[src/rtl/fdp_pkg.sv]
package fdp_pkg;

  typedef enum logic [1:0] {
    RES_OK      = 2'b00,
    RES_TIMEOUT = 2'b01,
    RES_ABORT   = 2'b10
  } fdp_result_e;

  typedef enum logic [1:0] {
    ST_IDLE  = 2'd0,
    ST_ISSUE = 2'd1,
    ST_WAIT  = 2'd2
  } fdp_state_e;

  // Does the polled bit show the written value?
  function automatic logic poll_match(input logic polled_bit, input logic expected_bit);
    return polled_bit == expected_bit;
  endfunction

  // Is a failure flag active? Abort only counts in buffered mode.
  function automatic logic flag_seen(input logic limit_bit, input logic abort_bit,
                                     input logic buffered);
    return limit_bit | (buffered & abort_bit);
  endfunction

  // Failure cause to report; the limit flag wins over abort.
  function automatic fdp_result_e flag_cause(input logic limit_bit);
    return limit_bit ? RES_TIMEOUT : RES_ABORT;
  endfunction

endpackage

[src/rtl/fdp_status_judge.sv]
module fdp_status_judge
  import fdp_pkg::*;
#(
  parameter int STAT_W    = 8,
  parameter int POLL_BIT  = 7,
  parameter int LIMIT_BIT = 5,
  parameter int ABORT_BIT = 1
) (
  input  logic [STAT_W-1:0] status,
  input  logic              expected_bit,
  input  logic              buffered,
  output logic              match_o,
  output logic              flag_o,
  output fdp_result_e       cause_o
);

  always_comb begin
    match_o = poll_match(status[POLL_BIT], expected_bit);
    flag_o  = flag_seen(status[LIMIT_BIT], status[ABORT_BIT], buffered);
    cause_o = flag_cause(status[LIMIT_BIT]);
  end

endmodule

[src/rtl/fdp_poll_watchdog.sv]
module fdp_poll_watchdog #(
  parameter int MAX_POLLS = 16
) (
  input  logic clk,
  input  logic rst_n,
  input  logic clear,
  input  logic count_en,
  output logic expired
);

  localparam int CW = $clog2(MAX_POLLS + 1);
  localparam logic [CW-1:0] LAST = CW'(MAX_POLLS - 1);

  logic [CW-1:0] cnt_q;

  always_ff @(posedge clk) begin
    if (!rst_n || clear) begin
      cnt_q <= '0;
    end else if (count_en && !expired) begin
      cnt_q <= cnt_q + 1'b1;
    end
  end

  assign expired = count_en && (cnt_q == LAST);


  cnt_range_chk: assert property (@(posedge clk) disable iff (!rst_n)
    cnt_q < CW'(MAX_POLLS));

endmodule

[src/rtl/flash_done_poller.sv]
module flash_done_poller
  import fdp_pkg::*;
#(
  parameter int ADDR_W    = 24,
  parameter int STAT_W    = 8,
  parameter int MAX_POLLS = 16
) (
  input  logic              clk,
  input  logic              rst_n,
  input  logic              start_valid,
  input  logic [ADDR_W-1:0] start_addr,
  input  logic              start_d7,
  input  logic              start_buffered,
  output logic              busy,
  output logic              rd_req,
  output logic [ADDR_W-1:0] rd_addr,
  input  logic              rd_ack,
  input  logic [STAT_W-1:0] rd_data,
  output logic              done_valid,
  output logic [1:0]        done_result
);

  fdp_state_e        state_q;
  logic [ADDR_W-1:0] addr_q;
  logic              exp_q, buf_q, confirm_q;
  fdp_result_e       cause_q, result_q;
  logic              done_q;

  // Named internal events
  logic        accept, read_back, match, flag, poll_again, expired;
  fdp_result_e cause_now;

  assign accept     = (state_q == ST_IDLE) && start_valid;
  assign read_back  = (state_q == ST_WAIT) && rd_ack;
  assign poll_again = read_back && !confirm_q && !match && !flag;

  fdp_status_judge #(
    .STAT_W(STAT_W), .POLL_BIT(7), .LIMIT_BIT(5), .ABORT_BIT(1)
  ) u_judge (
    .status      (rd_data),
    .expected_bit(exp_q),
    .buffered    (buf_q),
    .match_o     (match),
    .flag_o      (flag),
    .cause_o     (cause_now)
  );

  fdp_poll_watchdog #(.MAX_POLLS(MAX_POLLS)) u_wdog (
    .clk     (clk),
    .rst_n   (rst_n),
    .clear   (accept),
    .count_en(poll_again),
    .expired (expired)
  );

  always_ff @(posedge clk) begin
    if (!rst_n) begin
      state_q   <= ST_IDLE;
      addr_q    <= '0;
      exp_q     <= 1'b0;
      buf_q     <= 1'b0;
      confirm_q <= 1'b0;
      cause_q   <= RES_OK;
      result_q  <= RES_OK;
      done_q    <= 1'b0;
    end else begin
      done_q <= 1'b0;
      unique case (state_q)
        ST_IDLE: if (accept) begin
          addr_q    <= start_addr;
          exp_q     <= start_d7;
          buf_q     <= start_buffered;
          confirm_q <= 1'b0;
          state_q   <= ST_ISSUE;
        end
        ST_ISSUE: state_q <= ST_WAIT;
        ST_WAIT: if (read_back) begin
          if (match) begin
            done_q <= 1'b1; result_q <= RES_OK; state_q <= ST_IDLE;
          end else if (confirm_q) begin
            done_q <= 1'b1; result_q <= cause_q; state_q <= ST_IDLE;
          end else if (flag) begin
            confirm_q <= 1'b1; cause_q <= cause_now; state_q <= ST_ISSUE;
          end else if (expired) begin
            done_q <= 1'b1; result_q <= RES_TIMEOUT; state_q <= ST_IDLE;
          end else begin
            state_q <= ST_ISSUE;
          end
        end
        default: state_q <= ST_IDLE;
      endcase
    end
  end

  assign busy        = (state_q != ST_IDLE);
  assign rd_req      = (state_q == ST_ISSUE);
  assign rd_addr     = addr_q;
  assign done_valid  = done_q;
  assign done_result = result_q;


  req_pulse_chk: assert property (@(posedge clk) disable iff (!rst_n)
    rd_req |=> !rd_req);


  addr_hold_chk: assert property (@(posedge clk) disable iff (!rst_n)
    (busy && $past(busy)) |-> $stable(rd_addr));


  done_pulse_chk: assert property (@(posedge clk) disable iff (!rst_n)
    done_valid |=> !done_valid);


  done_idle_chk: assert property (@(posedge clk) disable iff (!rst_n)
    done_valid |-> !busy && !rd_req);


  busy_start_chk: assert property (@(posedge clk) disable iff (!rst_n)
    (busy && start_valid) |=> $stable(rd_addr));


  stray_ack_chk: assert property (@(posedge clk) disable iff (!rst_n)
    (rd_ack && !busy) |=> !done_valid);

endmodule

[config.mk]
export PLATFORM = sky130hd
export DESIGN_NAME = flash_done_poller
export DESIGN_NICKNAME = d
export VERILOG_FILES = /design/src/rtl/fdp_pkg.sv /design/src/rtl/fdp_status_judge.sv /design/src/rtl/fdp_poll_watchdog.sv /design/src/rtl/flash_done_poller.sv
export SDC_FILE = /design/constraint.sdc
export NUM_CORES = 1
export LEC_CHECK = 0
export ABC_CLOCK_PERIOD_IN_PS = 3700
export BUFFER_PORTS_ARGS = -buffer_cell sky130_fd_sc_hd__buf_2
export CORE_UTILIZATION = 34
export DETAILED_ROUTE_END_ITERATION = 6
export PLACE_DENSITY = 0.7
export SETUP_SLACK_MARGIN = 0.15
export SLEW_MARGIN = 10
export SYNTH_ARGS = -nofsm -noshare
export SYNTH_HDL_FRONTEND = slang
export SYNTH_HIERARCHICAL = 1
export SYNTH_SLANG_ARGS = --single-unit
[constraint.sdc]
create_clock -name clk -period 3.7 [get_ports clk]
set_clock_uncertainty 0.1 [all_clocks]
set_input_delay 0.74 -clock clk [delete_from_list [all_inputs] [get_ports clk]]
set_output_delay 0.74 -clock clk [all_outputs]
set_load 0.01 [all_outputs]
==> flow_metrics.env <==
export IMPL_path_max_fanout=6
export IMPL_placementRows=24
export IMPL_crit_path_top_delay_cell="nor4_1"
export IMPL_max_stage_delay_ns=0.65
export IMPL_routed_wl_um=3160
export IMPL_routedWlPerCell_um=10.78
export IMPL_antenna_cells=0
export IMPL_drtIter0Drc=59
export IMPL_yosysTopAreaCell="dfxtp_1"
export IMPL_timing_final_crit_share_pct=64.70
export IMPL_maxSlewViolCount=0
export IMPL_clockPowerShare_pct=33.1
export IMPL_ys_seq_elements=39
export IMPL_vias=1361
export IMPL_synth_seq_area_share_pct=48.30
export IMPL_root_buffer="clkbuf_8"
export IMPL_clock_sinks=39
export IMPL_cts_buffers=5
export IMPL_area_growth_synth_to_final_pct=23.37
export IMPL_dieHeight_um=70.96
export IMPL_dieArea_sq_mm=0.005035
export IMPL_dpl_hpwl_um=2111
export IMPL_drt_pass1_iterations=6
export IMPL_worst_setup_path_end_kind="flip-flop"
export IMPL_hold_viol=0
export IMPL_syn_area_sq_mm=0.001617
export IMPL_core_area_sq_mm=0.004474
export IMPL_track_usage_pct=13.38
export IMPL_use_met2_pct=21.90
export IMPL_overflow=0
export IMPL_dieWidth_um=70.96
export IMPL_cts_repair_resize_count=0
export IMPL_synth_avg_cell_area_sq_um=8.882
export IMPL_rsz0062_at_grt="false"
export IMPL_critPathBufInv=1
export IMPL_cp_top_family="simple AND/OR/NAND/NOR gates"
export IMPL_ios=67
export IMPL_arrival_ns=2.53
export IMPL_p_sw_share_pct=26.09
export IMPL_post_synth_main_area_contributors="dfxtp_1 (48%), nand2_1 (14%), a21oi_1 (6.2%)"
export IMPL_grt_max_degree=30
export IMPL_finalPower_mw=0.8663
export IMPL_fin_crit_ns=2.394
export IMPL_grt_util_met1_pct=16.18
export IMPL_irDropWorstVdd_mv=0.1731
export IMPL_crit_chain="buf_2, xnor2_1, nor4_1, and2_2, nand2b_1, a21oi_1, o221a_2"
export IMPL_p_int_mw=0.6403
export IMPL_min_path_type="reg2reg"
export IMPL_ys_types=40
export IMPL_busiest_layer="met2"
export IMPL_drv_cap=0
export IMPL_ys_warn_count=6
export IMPL_p_switching_mw=0.2260
export IMPL_clock_latency_ns=0.28
export IMPL_status="completed"
export IMPL_start_util_pct=36.13
export IMPL_grt_use_met3_pct=4.558
export IMPL_synthCells=182
export IMPL_postCtsSetupBuffers=0
export IMPL_antenna_found_initial=0
export IMPL_p_seq_share_pct=52.3
export IMPL_tightest_slew_ns=0.7146
export IMPL_drive_above_1_share_pct=36.51
export IMPL_required_ns=3.83
export IMPL_critPathLaunchType="input pin"
export IMPL_synthFlopType="dfxtp_1"
export IMPL_powerDensity_mw_per_mm2=434.3
export IMPL_portBuffers=61
export IMPL_synth_edf_count=0
export IMPL_detail_route_antenna_nets=0
export IMPL_final_cells=293
export IMPL_grt_pass1_wl_um=5299
export IMPL_cts_path_max_buffers=2
export IMPL_fmax_mhz=417.7
export IMPL_synth_nets=222
export IMPL_fin_setup_tns_ns=0
export IMPL_p_comb_share_pct=14.6
export IMPL_path_class="in2reg"
export IMPL_grt_pass1_vias=1235
export IMPL_async_flop_share_pct=0
export IMPL_cts_clk_slew_worst_paths_ns=0.07
export IMPL_ff2ff_setup_slack_ns=1.43
export IMPL_relSlewSlack_pct=51.92
export IMPL_dpl_cell_count=286
export IMPL_fin_nets=281
export IMPL_ctsHoldBuffers=0
export IMPL_whs_ns=0.3481
export IMPL_cts_max_level=2
export IMPL_p_leak_nw=0.8928
export IMPL_route_detailed_drc=0
export IMPL_yosysTopAreaCellShare_pct=48.30
export IMPL_place_congestion=0.7153
export IMPL_setup_viol=0
export IMPL_cts_tree="yes"
export IMPL_routed_via_density=4.645
export IMPL_final_util_pct=44.57
==> logic make-up after synthesis <==
logic type,synth area share [%]
xor+xnor,1.626
fa+ha+maj,1.548
compound gates,15.09
buf+inv,6.423
flops,48.30
mux,1.858
simple gates,25.16
==> power groups by stage <==
stage / Combinational [mW] / Sequential [mW] / Clock [mW]
floorplan: 0.0815 / 0.472 / 0
global placement: 0.127 / 0.462 / 0
detailed placement: 0.129 / 0.463 / 0
CTS: 0.129 / 0.453 / 0.305
global route: 0.142 / 0.456 / 0.317
finish: 0.127 / 0.453 / 0.286
==> final cells by class <==
class,count,area [sq um]
fillers,455,2480
well taps,52,65.06
inverters,5,23.77
clock buffers,6,82.58
multi-input cells,129,732.0
flip-flops and latches,39,780.7
repair buffers,61,305.3
clock inverters,1,5.005
==> per-stage QoR <==
stage | setup slack [ns] | instance area (sq um)
after floorplan | 1.278 | 1617
after global placement | 1.014 | 1907
after detailed placement | 1.008 | 1907
after CTS | 1.310 | 1994
after global routing | 1.033 | 1994
final | 1.306 | 1994
==> per-layer routing <==
| metal | wire length [um] | vias up | part of all wire [%] |
|---|---|---|---|
| met5 | 0 | - | 0 |
| met4 | 42 | 0 | 1.3 |
| met3 | 157 | 5 | 5.0 |
| met2 | 1429 | 40 | 45 |
| met1 | 1531 | 602 | 48 |
| li1 | - | 714 | - |
==> state kept, by name (all words and copies together), names as in the netlist <==
| name | count |
|---|---|
| rd_addr | 24 |
| u_wdog/cnt_q | 5 |
| cause_q | 2 |
| done_result | 2 |
| state_q | 2 |
| buf_q | 1 |
| confirm_q | 1 |
| done_valid | 1 |
| exp_q | 1 |
==> final timing paths <==
kind | startpoint | end | cells past startpoint
worst max register to register | state_q[1]$_SDFFE_PN0P_ | done_result[0]$_SDFFE_PN0P_ | 6
worst max-delay path | rd_data[7] | done_result[0]$_SDFFE_PN0P_ | 7
worst min-delay path | rd_addr[3]$_SDFFE_PN0P_ | rd_addr[3]$_SDFFE_PN0P_ | 2
worst min register to register | rd_addr[3]$_SDFFE_PN0P_ | rd_addr[3]$_SDFFE_PN0P_ | 2
==> cells in the mapped netlist (all sizes together), types with 2 or more instances <==
master / count
a21oi: 30
and2: 2
buf: 8
dfxtp: 39
ha: 2
inv: 5
mux2i: 3
nand2: 60
nand2b: 3
nand3b: 2
nor2: 6
nor3b: 2
xnor2: 2
==> cell usage in the layout (no fill, tap or decap), types with 2 or more instances in the layout <==
cell type  instances
buf_2             61
nand2_1           60
dfxtp_1           39
a21oi_1           20
a21oi_2           10
nor2_1             6
clkbuf_8           6
mux2i_1            3
inv_1              3
nand3b_1           2
nand2b_1           2
nor3b_1            2
xnor2_1            2
ha_1               2
==> worst reg2reg max path, delay by kind of cell, from the launching register on <==
kind | cells | cell delay [ns]
AOI/OAI and AO/OA | 2 | 0.49
and+or+nand+nor | 4 | 1.21
DFF | 1 | 0.42
No activity file was read; power rests on OpenSTA's default activity.
